**src/rtl/serdac_pkg.sv**
```systemverilog
package serdac_pkg;

   typedef enum logic [1:0] {
      OP_LOAD_IN   = 2'b00,
      OP_UPDATE    = 2'b01,
      OP_LOAD_BOTH = 2'b10,
      OP_CTRL      = 2'b11
   } op_e;

   // pin bundle, order used for synchronization
   typedef struct packed {
      logic cs_n;
      logic sclk;
      logic din;
      logic shdn;
      logic pdl;
      logic clr_n;
   } pins_t;

   localparam pins_t PINS_IDLE = '{cs_n: 1'b1, sclk: 1'b0, din: 1'b0,
                                   shdn: 1'b0, pdl: 1'b0, clr_n: 1'b1};

endpackage

```
**src/rtl/serdac_sync.sv**
```systemverilog
module serdac_sync #(
   parameter int             W      = 1,
   parameter int             STAGES = 2,
   parameter logic [W-1:0]   IDLE   = '0
) (
   input  logic         clk,
   input  logic         rst_n,
   input  logic [W-1:0] d,
   output logic [W-1:0] q
);

   generate
      if (STAGES == 0) begin : g_bypass
         assign q = d;
      end else begin : g_chain
         logic [W-1:0] stg [STAGES];
         always_ff @(posedge clk or negedge rst_n) begin
            if (!rst_n) begin
               for (int i = 0; i < STAGES; i++) stg[i] <= IDLE;
            end else begin
               stg[0] <= d;
               for (int i = 1; i < STAGES; i++) stg[i] <= stg[i-1];
            end
         end
         assign q = stg[STAGES-1];
      end
   endgenerate

endmodule

```
**src/rtl/serdac_rx.sv**
```systemverilog
module serdac_rx #(
   parameter int FW = 16
) (
   input  logic          clk,
   input  logic          rst_n,
   input  logic          cs_n,
   input  logic          cs_n_prv,
   input  logic          sclk,
   input  logic          sclk_prv,
   input  logic          din,
   input  logic          mode_late,
   input  logic          hold,
   output logic          frame_go,
   output logic [FW-1:0] word,
   output logic          dout
);

   localparam int CW = $clog2(FW);

   logic [FW-1:0] sr_q;
   logic [CW-1:0] cnt_q;
   logic          any_q;
   logic          dout_q;
   logic          rise, fall, cs_rise, shift;

   assign rise    = sclk & ~sclk_prv;
   assign fall    = ~sclk & sclk_prv;
   assign cs_rise = cs_n & ~cs_n_prv;
   assign shift   = ~cs_n & rise;

   assign frame_go = cs_rise & any_q & (cnt_q == '0);
   assign word     = sr_q;
   assign dout     = dout_q;

   always_ff @(posedge clk or negedge rst_n) begin
      if (!rst_n) begin
         sr_q   <= '0;
         cnt_q  <= '0;
         any_q  <= 1'b0;
         dout_q <= 1'b0;
      end else begin
         if (cs_n) begin
            cnt_q <= '0;
            any_q <= 1'b0;
         end else if (shift) begin
            sr_q  <= {sr_q[FW-2:0], din};
            any_q <= 1'b1;
            cnt_q <= (cnt_q == CW'(FW-1)) ? '0 : cnt_q + 1'b1;
         end
         if (!hold) begin
            if (!mode_late && shift)
               dout_q <= sr_q[FW-2];
            else if (mode_late && fall)
               dout_q <= sr_q[FW-1];
         end
      end
   end

endmodule

```
**src/rtl/serdac_ctrl.sv**
```systemverilog
module serdac_ctrl
   import serdac_pkg::*;
#(
   parameter int DATA_W = 14
) (
   input  logic              clk,
   input  logic              rst_n,
   input  logic              frame_go,
   input  logic [DATA_W+1:0] word,
   input  logic              pdl,
   input  logic              shdn,
   input  logic              pdl_fall,
   input  logic              clr_n,
   input  logic              rs,
   output logic [DATA_W-1:0] dac_code,
   output logic              shutdown,
   output logic              upo,
   output logic              mode_late
);

   localparam int FW = DATA_W + 2;
   localparam logic [DATA_W-1:0] MID = DATA_W'(1) << (DATA_W - 1);

   logic [DATA_W-1:0] in_q, dac_q, rst_code, in_eff, data;
   logic              in_live, dac_live, sd_q, upo_q, late_q;
   op_e               op;
   logic [2:0]        sub;

   assign rst_code = rs ? MID : '0;
   assign in_eff   = in_live ? in_q : rst_code;
   assign data     = word[DATA_W-1:0];
   assign op       = op_e'(word[FW-1 -: 2]);
   assign sub      = word[DATA_W-1 -: 3];

   always_ff @(posedge clk or negedge rst_n) begin
      if (!rst_n) begin
         in_q     <= '0;
         in_live  <= 1'b0;
         dac_q    <= '0;
         dac_live <= 1'b0;
         sd_q     <= 1'b0;
         upo_q    <= 1'b0;
         late_q   <= 1'b0;
      end else begin
         if (frame_go) begin
            unique case (op)
               OP_LOAD_IN: begin
                  in_q    <= data;
                  in_live <= 1'b1;
               end
               OP_UPDATE: begin
                  dac_q    <= in_eff;
                  dac_live <= 1'b1;
                  sd_q     <= 1'b0;
               end
               OP_LOAD_BOTH: begin
                  in_q     <= data;
                  in_live  <= 1'b1;
                  dac_q    <= data;
                  dac_live <= 1'b1;
                  sd_q     <= 1'b0;
               end
               OP_CTRL: begin
                  unique case (sub)
                     3'b000, 3'b001: ;
                     3'b010, 3'b011: if (pdl) sd_q <= 1'b1;
                     3'b100:         upo_q  <= 1'b0;
                     3'b101:         upo_q  <= 1'b1;
                     3'b110:         late_q <= 1'b1;
                     3'b111:         late_q <= 1'b0;
                  endcase
               end
            endcase
         end
         if (shdn && pdl) sd_q <= 1'b1;
         if (pdl_fall)    sd_q <= 1'b0;
         if (!clr_n) begin
            dac_live <= 1'b0;
            upo_q    <= 1'b0;
         end
      end
   end

   assign dac_code  = dac_live ? dac_q : rst_code;
   assign shutdown  = sd_q;
   assign upo       = upo_q;
   assign mode_late = late_q;

endmodule

```
**src/rtl/serdac_frontend.sv**
```systemverilog
module serdac_frontend
   import serdac_pkg::*;
#(
   parameter int DATA_W      = 14,
   parameter int SYNC_STAGES = 2
) (
   input  logic              clk,
   input  logic              rst_n,
   input  logic              cs_n,
   input  logic              sclk,
   input  logic              din,
   input  logic              shdn,
   input  logic              pdl,
   input  logic              clr_n,
   input  logic              rs,
   output logic [DATA_W-1:0] dac_code,
   output logic              shutdown,
   output logic              upo,
   output logic              dout
);

   localparam int FW = DATA_W + 2;
   localparam int PW = $bits(pins_t);

   if (DATA_W < 4) begin : g_bad_width
      $error("serdac_frontend: DATA_W must be at least 4");
   end
   if (SYNC_STAGES < 0 || SYNC_STAGES > 4) begin : g_bad_sync
      $error("serdac_frontend: SYNC_STAGES must lie in 0..4");
   end

   pins_t         raw, cur;
   logic          cs_prv, sclk_prv, pdl_prv;
   logic          pdl_s, clr_s, cs_s, pdl_fall;
   logic          frame_go, mode_late;
   logic [FW-1:0] word;

   assign raw = {cs_n, sclk, din, shdn, pdl, clr_n};

   serdac_sync #(.W(PW), .STAGES(SYNC_STAGES), .IDLE(PINS_IDLE)) u_sync (
      .clk (clk), .rst_n (rst_n), .d (raw), .q (cur)
   );

   always_ff @(posedge clk or negedge rst_n) begin
      if (!rst_n) begin
         cs_prv   <= PINS_IDLE.cs_n;
         sclk_prv <= PINS_IDLE.sclk;
         pdl_prv  <= PINS_IDLE.pdl;
      end else begin
         cs_prv   <= cur.cs_n;
         sclk_prv <= cur.sclk;
         pdl_prv  <= cur.pdl;
      end
   end

   assign pdl_s    = cur.pdl;
   assign clr_s    = cur.clr_n;
   assign cs_s     = cur.cs_n;
   assign pdl_fall = ~cur.pdl & pdl_prv;

   serdac_rx #(.FW(FW)) u_rx (
      .clk       (clk),
      .rst_n     (rst_n),
      .cs_n      (cur.cs_n),
      .cs_n_prv  (cs_prv),
      .sclk      (cur.sclk),
      .sclk_prv  (sclk_prv),
      .din       (cur.din),
      .mode_late (mode_late),
      .hold      (shutdown),
      .frame_go  (frame_go),
      .word      (word),
      .dout      (dout)
   );

   serdac_ctrl #(.DATA_W(DATA_W)) u_ctrl (
      .clk       (clk),
      .rst_n     (rst_n),
      .frame_go  (frame_go),
      .word      (word),
      .pdl       (cur.pdl),
      .shdn      (cur.shdn),
      .pdl_fall  (pdl_fall),
      .clr_n     (cur.clr_n),
      .rs        (rs),
      .dac_code  (dac_code),
      .shutdown  (shutdown),
      .upo       (upo),
      .mode_late (mode_late)
   );

endmodule

```
**config.mk**
```make
export PLATFORM = sky130hd
export DESIGN_NAME = serdac_frontend
export DESIGN_NICKNAME = d
export VERILOG_FILES = /design/src/rtl/serdac_pkg.sv /design/src/rtl/serdac_sync.sv /design/src/rtl/serdac_rx.sv /design/src/rtl/serdac_ctrl.sv /design/src/rtl/serdac_frontend.sv
export SDC_FILE = /design/constraint.sdc
export NUM_CORES = 1
export LEC_CHECK = 0
export BUFFER_PORTS_ARGS = -buffer_cell sky130_fd_sc_hd__buf_2
export CAP_MARGIN = 10
export CORE_AREA = 2 2 96 98
export CTS_CLUSTER_DIAMETER = 30
export DETAILED_ROUTE_END_ITERATION = 10
export DIE_AREA = 0 0 98 100
export MAX_ROUTING_LAYER = met4
export PLACE_DENSITY_LB_ADDON = 0.25
export RECOVER_POWER = 50
export SYNTH_ARGS = -nofsm -noshare
export SYNTH_HDL_FRONTEND = slang
export SYNTH_SLANG_ARGS = --single-unit
```
**constraint.sdc**
```tcl
create_clock -name clk -period 2.4 [get_ports clk]
set_input_delay 0.12 -clock clk [delete_from_list [all_inputs] [get_ports clk]]
set_output_delay 0.12 -clock clk [all_outputs]
set_load 0.005 [all_outputs]
```
==> results of run 1 <==
-- through the flow --
step                worst slack [ps]  cells  util (%)  hold slack, ps  total power (uW)
CTS                              472    369      39.2             240              2560
finish                           424    369      39.2             283              2530
global route                     327    369      39.2             354              2660
global placement                 548    346      36.6            74.3              1730
floorplan                        630    210         -            -176              1630
detailed placement               489    346      36.6            75.8              1740
-- cells in the mapped netlist --
cell | number | area share (%)
or2_2 | 1 | 0.21
nor2_1 | 3 | 0.38
buf_12 | 1 | 0.67
buf_6 | 2 | 0.75
o21bai_1 | 1 | 0.25
mux2i_1 | 6 | 2.0
nor4b_1 | 1 | 0.29
a311o_1 | 1 | 0.33
and2_1 | 13 | 2.7
mux2_2 | 36 | 14
buf_2 | 1 | 0.17
nor2_2 | 1 | 0.21
nand2b_1 | 2 | 0.42
xor2_1 | 1 | 0.29
a22o_1 | 12 | 3.5
clkbuf_1 | 3 | 0.38
nor2b_1 | 1 | 0.21
and3b_1 | 1 | 0.29
dfstp_2 | 5 | 4.4
nor3_4 | 2 | 1.1
o2bb2ai_1 | 1 | 0.29
dfrtp_1 | 65 | 54
or4_1 | 1 | 0.25
ha_1 | 5 | 2.1
nor4_1 | 3 | 0.63
o21a_1 | 1 | 0.25
inv_1 | 10 | 1.3
nand2_1 | 7 | 0.88
buf_4 | 1 | 0.25
o41ai_1 | 1 | 0.29
o21ai_0 | 4 | 0.67
mux2_4 | 9 | 4.5
nand4bb_4 | 1 | 0.92
nand3b_1 | 3 | 0.75
a21oi_1 | 4 | 0.67
-- where the power goes --
| part | internal (uW) | switching, uW | total (uW) | leakage (uW) |
|---|---|---|---|---|
| Clock | 402 | 407 | 809 | 0.0000844 |
| Sequential | 1320 | 109 | 1430 | 0.000909 |
| Combinational | 180 | 108 | 288 | 0.000662 |
| Total | 1900 | 623 | 2530 | 0.00165 |
-- critical path, cell delays in order (launching register included) --
cell and delay [ps]:
dfstp_1 750, nand4bb_4 240, nor3_4 210, buf_4 290, mux2_2 370
-- registers in the layout (all words and copies together), names as in the netlist --
register,cells
u_ctrl.in_live,1
u_rx.any_q,1
u_ctrl.dac_live,1
u_rx.dout,1
u_ctrl.in_q,14
u_rx.word,16
u_sync.q,6
u_rx.cnt_q,4
u_ctrl.mode_late,1
pdl_prv,1
sclk_prv,1
u_ctrl.shutdown,1
u_sync.g_chain.stg,6
cs_prv,1
u_ctrl.dac_q,14
u_ctrl.upo,1
-- cell usage in the layout (no fill, tap or decap), types with 2 or more instances in the layout --
cell	instances
dlygate4sd3_1	7
mux2_4	9
dfstp_2	4
nor2_1	3
clkbuf_1	6
ha_1	5
clkbuf_2	2
buf_2	23
and2_1	13
clkbuf_8	10
mux2i_1	6
nand2b_1	2
o21ai_0	4
a22o_1	12
buf_4	6
dfrtp_1	65
nor4_1	3
nand3b_1	3
clkinv_2	2
inv_1	10
mux2_2	36
nand2_1	7
nor3_4	2
a21oi_1	4
-- how the worst max path moves through the flow --
stage / depth (start not counted) / start / slack, ps / to
floorplan: 6 / u_rx.cnt_q[0] / 630 / u_ctrl.in_q[10]
global placement: 6 / u_rx.cnt_q[0] / 550 / u_ctrl.in_q[13]
detailed placement: 6 / u_rx.word[14] / 490 / u_ctrl.in_q[13]
CTS: 6 / u_rx.word[14] / 470 / u_ctrl.in_q[13]
global route: 4 / u_sync.q[5] / 330 / u_ctrl.in_q[13]
finish: 4 / u_sync.q[5] / 420 / u_ctrl.in_q[13]
-- metal layers --
layer	wire length, microns	share of wire [%]	track usage (%)	vias to the layer above
li1	-	-	-	825
met1	2550	48	16.6	867
met2	2430	46	18.0	20
met3	206	3.9	2.86	6
met4	72	1.4	4.81	0
met5	0	0	-	-
-- cell type report --
| cell class | count | share of cell area, % |
|---|---|---|
| Clock buffer | 14 | 4.39 |
| Clock inverter | 2 | 0.288 |
| Inverter | 10 | 1.08 |
| Multi-Input combinational cell | 122 | 32.6 |
| Sequential cell | 70 | 50.5 |
| Tap cell | 111 | 3.99 |
| Timing Repair Buffer | 40 | 7.12 |
-- cells by family after synthesis --
group,Yosys count
xor gates and xnor gates,1
muxes,51
DFF,70
adders and majority gates,5
AOI/OAI and AO/OA,25
buffers and inverters,18
and+or+nand+nor,40
-- repair_timing --
action / 4_1_cts / 5_1_grt
buffers inserted: 0 / 0
gates resized for setup: 0 / 0
hold endpoints to repair: 22 / 0
hold buffers: 7 / 0
==> results.md, run 1 <==
* Outcome: finished, final reports clean
* Fmax at around 0.5 GHz
* Hold/Removal Path Class: input pin to flop
* Cell area after layout at 0.00348 sq mm
* Antenna cells at 0
* Startpoint Class: flop
* Root buffer cell: clkbuf_8
* Largest net degree at the start of global routing at 32
* CP Class: flop to flop
* First-pass GRT wire length at 9160 microns
* Area of the die at 0.00980 sq mm
* Core area at just under 0.009 sq mm
* Max-cap viol count at 0
* Slew headroom at a little over a third
* Clock transition at the registers of the reported paths at 70 ps
* Syn Inst Count at between 200 and 250
* Die width at approximately 100 microns
* Leakage at 0.00165 uW
* Final min period at ~2000 ps
* Area Growth Syn to Fin at 16.1%
* Worst reg2reg path depth at 4
* IO Count at 26
* Dpl cell area at ~0.0033 sq mm
* Adder-cell area share of the yosys netlist at 2.09%
* Area of the multi-input gates at 0.00114 sq mm
* Sequential share of the synthesized area at a little under 60%
* Flops & latches, synth at 70
* Synth warn at 0
* Final number of setup-violating endpoints at 0
* Vert. Die Dim at approximately 100 microns
* Fill cells at between 800 and 900
* Pwr Density at 725 mW/mm^2
* Fraction of layout cells with a size suffix above 1 at a little under two fifths
* Worst VDD drop at 0.236 mV
* DRC at 0
* TritonCTS Buffers at 9
* Worst Hold Path Cells at 4
* Reg2reg end: u_ctrl.in_q[13]
* Number of cell rows at 35
* Hold EP: u_ctrl.dac_q[13]
* FF/Latch Area at 0.00176 sq mm
* Multiplexer share of the synthesized area at 20.0%
* Total GRT Usage at 12.3%
* HP Start: rs
* Sum Neg Setup Slack at 0 ps
* CTS H-tree lvls at 3
* Mean Syn Cell Area at 14.3 sq um
* Worst slew pin tran at 951 ps
* Avg Vias per Cell at 4.66
* PortBufs at 25
* Compound-cell area share of the yosys netlist at under 10%
* Routed len/inst at between 10 and 15 microns
* Reg2Reg Setup Slack at 420 ps
* Post-Synth Simple-Gate Area at 9.22%
* First-pass DRT Iterations at 4
* Dpl hpwl at ~3400 microns
* Placer congestion estimate at about 0.71
* Clk_lat worst skew at 330 ps
* Synth Cell Area at 0.00300 sq mm
* Crit path DAT at 2190 ps
* Post-Synth XOR/XNOR Area at 0.292%
* Hold Fails Final Rpt at 0
* Vias in the first global route at approximately 1,800
* Max FO, Critical Path at 15
* Layout Nets at about 270
* Initial DRC count at 37
* Clock Sinks at 70
* Initial Utilization at 33.7%
* RSZ-0062 raised after global routing: no
* GRT overflow at 0
* Crit end category: flop
* Initial antenna violation count at 0
* ANT nets after route at 0
* Worst reg2reg path startpoint: u_sync.q[5]
* Worst clock skew at 11.9 ps
* CTS tree: done
* Max Slew Vio Count at 0
* Final period util at 82.3%
* Net Count, Synth at ~220
* Vias at around 1,700
* Netlist cell types at 35
* Max Buffers Root-to-Sink at 2
* Critical Path RT at 2610 ps
* Largest family of logic cells by synthesized area: multiplexers
* DRT Wirelength at 5260 microns
Note: power is estimated with default switching activity, not from simulation.
==> inputs of run 2 (changes only) <==
clock period = 2 ns   (was 2.4 ns; I/O delays follow)
==> results.md, run 2 (synthesis gave the netlist of run 1 again) <==
* Outcome: finished, final reports clean (unchanged)
* Number of cell rows at 35 (unchanged)
* Total chip power at 3580 uW (was 2530 uW)
* Routed len/inst at 13.9 microns (was 14.3 microns)
* Max FO, Critical Path at 15 (unchanged)
* Die width at 98 microns (unchanged)
* Area of the die at 0.00980 sq mm (unchanged)
* Worst slew pin tran at 1150 ps (was 951 ps)
* Sum Neg Setup Slack at 0 ps (unchanged)
* Initial antenna violation count at 0 (unchanged)
* Max FFs per register at 16 (unchanged)
* Vias in the first global route at 1,765 (was 1,803)
* Max Slew Vio Count at 0 (unchanged)
* Pwr Density at 982 mW/mm^2 (was 725 mW/mm^2)
* Hold/Removal Path Class: input pin to flop (unchanged)
* Dpl hpwl at 3430 microns (was 3410 microns)
* Critical Path RT at 2220 ps (was 2610 ps)
* Antenna cells at 0 (unchanged)
* TritonCTS Buffers at 9 (unchanged)
* DRC at 0 (unchanged)
* Largest net degree at the start of global routing at 52 (was 32)
* Fmax at 0.555 GHz (was 0.506 GHz)
* Initial Utilization at 33.7% (unchanged)
* First-pass GRT wire length at 8800 microns (was 9160 microns)
* Final period util at 90.1% (was 82.3%)
* Area Growth Syn to Fin at 21.6% (was 16.1%)
* Root buffer cell: clkbuf_8 (unchanged)
* DRT Wirelength at 5160 microns (was 5260 microns)
* First-pass DRT Iterations at 4 (unchanged)
* Max-cap viol count at 0 (unchanged)
* Startpoint Class: flop (unchanged)
* CTS tree: done (unchanged)
* Total GRT Usage at 12.0% (was 12.3%)
* Most frequent cells in the layout: dfrtp_1 (65), mux2_2 (36), buf_2 (23) (unchanged)
* Placer congestion estimate at 0.726 (was 0.708)
* Layout Nets at 269 (was 267)
* Avg Vias per Cell at 4.67 (was 4.66)
* Slew headroom at 23.4% (was 36.6%)
* Worst clock skew at 10.8 ps (was 11.9 ps)
* CP Class: flop to flop (unchanged)
* Max Buffers Root-to-Sink at 2 (unchanged)
* Worst VDD drop at 0.342 mV (was 0.236 mV)
* Initial DRC count at 87 (was 37)
* PortBufs at 25 (unchanged)
* GRT overflow at 0 (unchanged)
* Slowest stage delay, CP at 420 ps (was 750 ps)
* Crit path DAT at 2030 ps (was 2190 ps)
* Most common cell after layout, fill and taps aside: dfrtp_1 (unchanged)
* Clock Sinks at 70 (unchanged)
* Clock transition at the registers of the reported paths at 80 ps (was 70 ps)
* Vert. Die Dim at 100 microns (unchanged)
* IO Count at 26 (unchanged)
* Fraction of layout cells with a size suffix above 1 at 40.0% (was 37.6%)
* Leakage at 0.00173 uW (was 0.00165 uW)
* Final min period at 1800 ps (was 1980 ps)
* Core area at 0.00889 sq mm (unchanged)
* Slowest CP cell: dfrtp_1 (was dfstp_1)
* Clk_lat worst skew at 340 ps (was 330 ps)
* Crit end category: flop (unchanged)
* CTS H-tree lvls at 3 (unchanged)
* Hold Fails Final Rpt at 0 (unchanged)
* CP cell instances: inv_1, ha_1, nand4bb_4, nor3_4, buf_12, mux2_2 (was nand4bb_4, nor3_4, buf_4, mux2_2)
* ANT nets after route at 0 (unchanged)
* Vias at 1,731 (was 1,718)
* RSZ-0062 raised after global routing: no (unchanged)
* Final number of setup-violating endpoints at 0 (unchanged)
## run 2: cell types whose count changed in the layout (fill, tap and decap cells not counted), sizes merged
cell | before | now
clkinv | 2 | 1
bufinv | 0 | 4
clkinvlp | 0 | 1
buf | 29 | 33
clkbuf | 18 | 12
## run 2: worst max-delay path, delay by kind of cell (launching register included)
family / cells / cell delay, ps
fa+ha+maj: 1 / 200
buf+inv: 2 / 280
flops: 1 / 420
mux: 1 / 350
simple gates: 2 / 450
## run 2: cell type report
type,count,area [sq um]
Clock buffer,10,138
Clock inverter,6,133
Fill cell,847,5240
Inverter,10,37.5
Multi-Input combinational cell,122,1140
Sequential cell,70,1760
Tap cell,111,139
Timing Repair Buffer,42,305
## run 2: path summary, 6_finish.rpt
path	depth (start not counted)	start	slack, ps	to
worst max-delay path	6	u_rx.cnt_q[0]	200	u_ctrl.in_q[2]
min in group asynchronous	2	rst_n	510	u_sync.g_chain.stg[8]
worst min-delay path	4	rs	280	u_ctrl.dac_q[13]
max in group asynchronous	3	rst_n	590	u_sync.g_chain.stg[6]
worst min register to register	0	u_sync.g_chain.stg[8]	350	u_sync.q[2]
worst max register to register	6	u_rx.cnt_q[0]	200	u_ctrl.in_q[2]
## run 2: per-layer routing
| metal | vias to the layer above | GRT usage [%] | routed length (microns) |
|---|---|---|---|
| li1 | 835 | - | - |
| met1 | 864 | 15.0 | 2500 |
| met2 | 23 | 18.2 | 2410 |
| met3 | 9 | 2.58 | 148 |
| met4 | 0 | 7.05 | 99 |
| met5 | - | - | 0 |
## run 2: timing repair
| action | CTS | global route |
|---|---|---|
| setup buffers | 0 | 0 |
| hold endpoints to repair | 22 | 0 |
| setup endpoints to repair | 0 | 0 |
| gates resized for setup | 0 | 0 |
| hold buffers | 7 | 0 |
## run 2: per-stage QoR
| stage | hold WS [ps] | util, % | area [sq um] | cells | setup slack (ps) |
|---|---|---|---|---|---|
| 2_1_floorplan | -196 | - | 3000 | 210 | 230 |
| 3_3_place_gp | 85.8 | 37.2 | 3310 | 348 | 248 |
| 3_5_place_dp | 93.1 | 37.2 | 3310 | 348 | 198 |
| 4_1_cts | 246 | 41.0 | 3650 | 371 | 195 |
| 5_1_grt | 313 | 41.0 | 3650 | 371 | 107 |
| 6_report | 279 | 41.0 | 3650 | 371 | 198 |
## run 2: power by group
part           total [uW]  leakage [uW]  switching, uW  internal, uW
Combinational         352      0.000684            128           224
Clock                1510      0.000132            528           986
Sequential           1710      0.000909            130          1580
==> inputs of run 3 (changes only) <==
REMOVE_ABC_BUFFERS = 1   (was default)
==> results.md, run 3 (synthesis gave the netlist of run 1 again) <==
* TritonCTS Buffers at 9 (unchanged)
* Initial DRC count at 81 (was 87)
* Vias in the first global route at 1,695 (was 1,765)
* Placer congestion estimate at 0.697 (was 0.726)
* Fmax at 0.558 GHz (was 0.555 GHz)
* Clock transition at the registers of the reported paths at 70 ps (was 80 ps)
* Vert. Die Dim at 100 microns (unchanged)
* Final min period at 1790 ps (was 1800 ps)
* CP cell instances: inv_1, ha_1, nand4bb_4, nor3_4, buf_12, mux2_2 (unchanged)
* # resized after CTS at 0 (unchanged)
* IO Count at 26 (unchanged)
* Slew headroom at 37.7% (was 23.4%)
* FF/Latch Area at 0.00176 sq mm (unchanged)
* Sum Neg Setup Slack at 0 ps (unchanged)
* Worst clock skew at 9.74 ps (was 10.8 ps)
* DRT Wirelength at 5190 microns (was 5160 microns)
* Area of the multi-input gates at 0.00114 sq mm (unchanged)
* RSZ-0062 raised after global routing: no (unchanged)
* Vias at 1,697 (was 1,731)
* Max Slew Vio Count at 0 (unchanged)
* Most frequent cells in the layout: dfrtp_1 (65), mux2_2 (36), buf_2 (25) (was dfrtp_1 (65), mux2_2 (36), buf_2 (23))
* Final period util at 89.7% (was 90.1%)
* Clk_lat worst skew at 350 ps (was 340 ps)
* Total GRT Usage at 11.8% (was 12.0%)
* Fill cells at 856 (was 847)
* Initial Utilization at 33.7% (unchanged)
* DRC at 0 (unchanged)
* Slowest stage delay, CP at 420 ps (about the same)
* Outcome: finished, final reports clean (unchanged)
* ANT nets after route at 0 (unchanged)
* GRT overflow at 0 (unchanged)
* M2 GR Usage at 16.9% (was 18.2%)
* Dpl hpwl at 3230 microns (was 3430 microns)
* Largest net degree at the start of global routing at 71 (was 52)
* Top Usage Layer GRT: met2 (unchanged)
* Dpl ws at 219 ps (was 198 ps)
* Slowest CP cell: dfrtp_1 (unchanged)
* Area Growth Syn to Fin at 19.2% (was 21.6%)
* Max FO, Critical Path at 15 (unchanged)
* Inst Count DP at 344 (was 348)
* CP Class: flop to flop (unchanged)
* Buffers inserted by post-CTS timing repair at 0 (unchanged)
* Initial antenna violation count at 0 (unchanged)
* Met1 usage at 15.6% (was 15.0%)
* Number of cell rows at 35 (unchanged)
* Critical Path RT at 2220 ps (about the same)
* Max-cap viol count at 0 (unchanged)
* Core area at 0.00889 sq mm (unchanged)
* Most common cell after layout, fill and taps aside: dfrtp_1 (unchanged)
* Root buffer cell: clkbuf_8 (unchanged)
* Fraction of layout cells with a size suffix above 1 at 39.5% (was 40.0%)
* Layout Cells excl Fill at 367 (was 371)
* CTS H-tree lvls at 3 (unchanged)
* Area of the die at 0.00980 sq mm (unchanged)
* Met3 Track Usage GR at 2.51% (was 2.58%)
* Hold Fails Final Rpt at 0 (unchanged)
* Max FFs per register at 16 (unchanged)
* Routed len/inst at 14.1 microns (was 13.9 microns)
* Crit path DAT at 2020 ps (was 2030 ps)
* Layout Nets at 265 (was 269)
* Max Buffers Root-to-Sink at 2 (unchanged)
* Post-layout util at 40.2% (was 41.0%)
* Hold/Removal Path Class: input pin to flop (unchanged)
* CTS Hold Bufs at 7 (unchanged)
* PortBufs at 25 (unchanged)
* Crit end category: flop (unchanged)
* Startpoint Class: flop (unchanged)
* Avg Vias per Cell at 4.62 (was 4.67)
* Antenna cells at 0 (unchanged)
* Die width at 98 microns (unchanged)
* Final setup margin at 207 ps (was 198 ps)
* Leakage at 0.00169 uW (was 0.00173 uW)
* Final number of setup-violating endpoints at 0 (unchanged)
* First-pass GRT wire length at 8590 microns (was 8800 microns)
* CTS tree: done (unchanged)
* Clock Sinks at 70 (unchanged)
* First-pass DRT Iterations at 4 (unchanged)
* Pwr Density at 931 mW/mm^2 (was 982 mW/mm^2)
* Worst slew pin tran at 934 ps (was 1150 ps)
* Worst VDD drop at 0.332 mV (was 0.342 mV)
==> run 3: layout make-up <==
class / count / area share [%]
Multi-Input combinational cell: 122 / 31.8
Timing Repair Buffer: 38 / 7.78
Clock inverter: 5 / 2.31
Inverter: 10 / 1.05
Clock buffer: 11 / 3.96
Sequential cell: 70 / 49.2
Tap cell: 111 / 3.89
==> run 3: metrics by stage <==
| step | hold WS (ps) | power (uW) | cell area, sq um |
|---|---|---|---|
| 4_1_cts | 178 | 3380 | 3580 |
| 2_1_floorplan | -196 | 1950 | 2930 |
| 3_5_place_dp | 155 | 2080 | 3290 |
| 5_1_grt | 278 | 3500 | 3570 |
| 3_3_place_gp | 157 | 2070 | 3290 |
| 6_report | 198 | 3330 | 3570 |
==> run 3: final timing paths <==
kind                                        startpoint               end  slack, ps  cells past startpoint
worst max register to register           u_rx.cnt_q[0]    u_ctrl.in_q[2]        210                      6
worst min-delay path                                rs  u_ctrl.dac_q[13]        200                      4
worst min register to register  u_sync.g_chain.stg[10]       u_sync.q[4]        350                      0
worst max-delay path                     u_rx.cnt_q[0]    u_ctrl.in_q[2]        210                      6
min in group asynchronous                        rst_n   u_ctrl.dac_q[7]        530                      3
max in group asynchronous                        rst_n   u_ctrl.dac_q[1]        850                      3
==> run 3: layer usage <==
layer	vias up	routed length, microns
met5	-	0
met4	0	113
met3	9	158
met2	26	2330
met1	834	2590
li1	828	-
==> run 3: power breakdown <==
part | total, uW | switching, uW | internal, uW
clock | 1270 | 532 | 741
combinational | 342 | 127 | 215
sequential | 1710 | 128 | 1580
==> run 3: worst max-delay path: cells and delay by family (launching register included) <==
family	cells	cell delay, ps
buffers and inverters	2	270
and+or+nand+nor	2	440
DFF	1	420
muxes	1	340
adders and majority gates	1	190
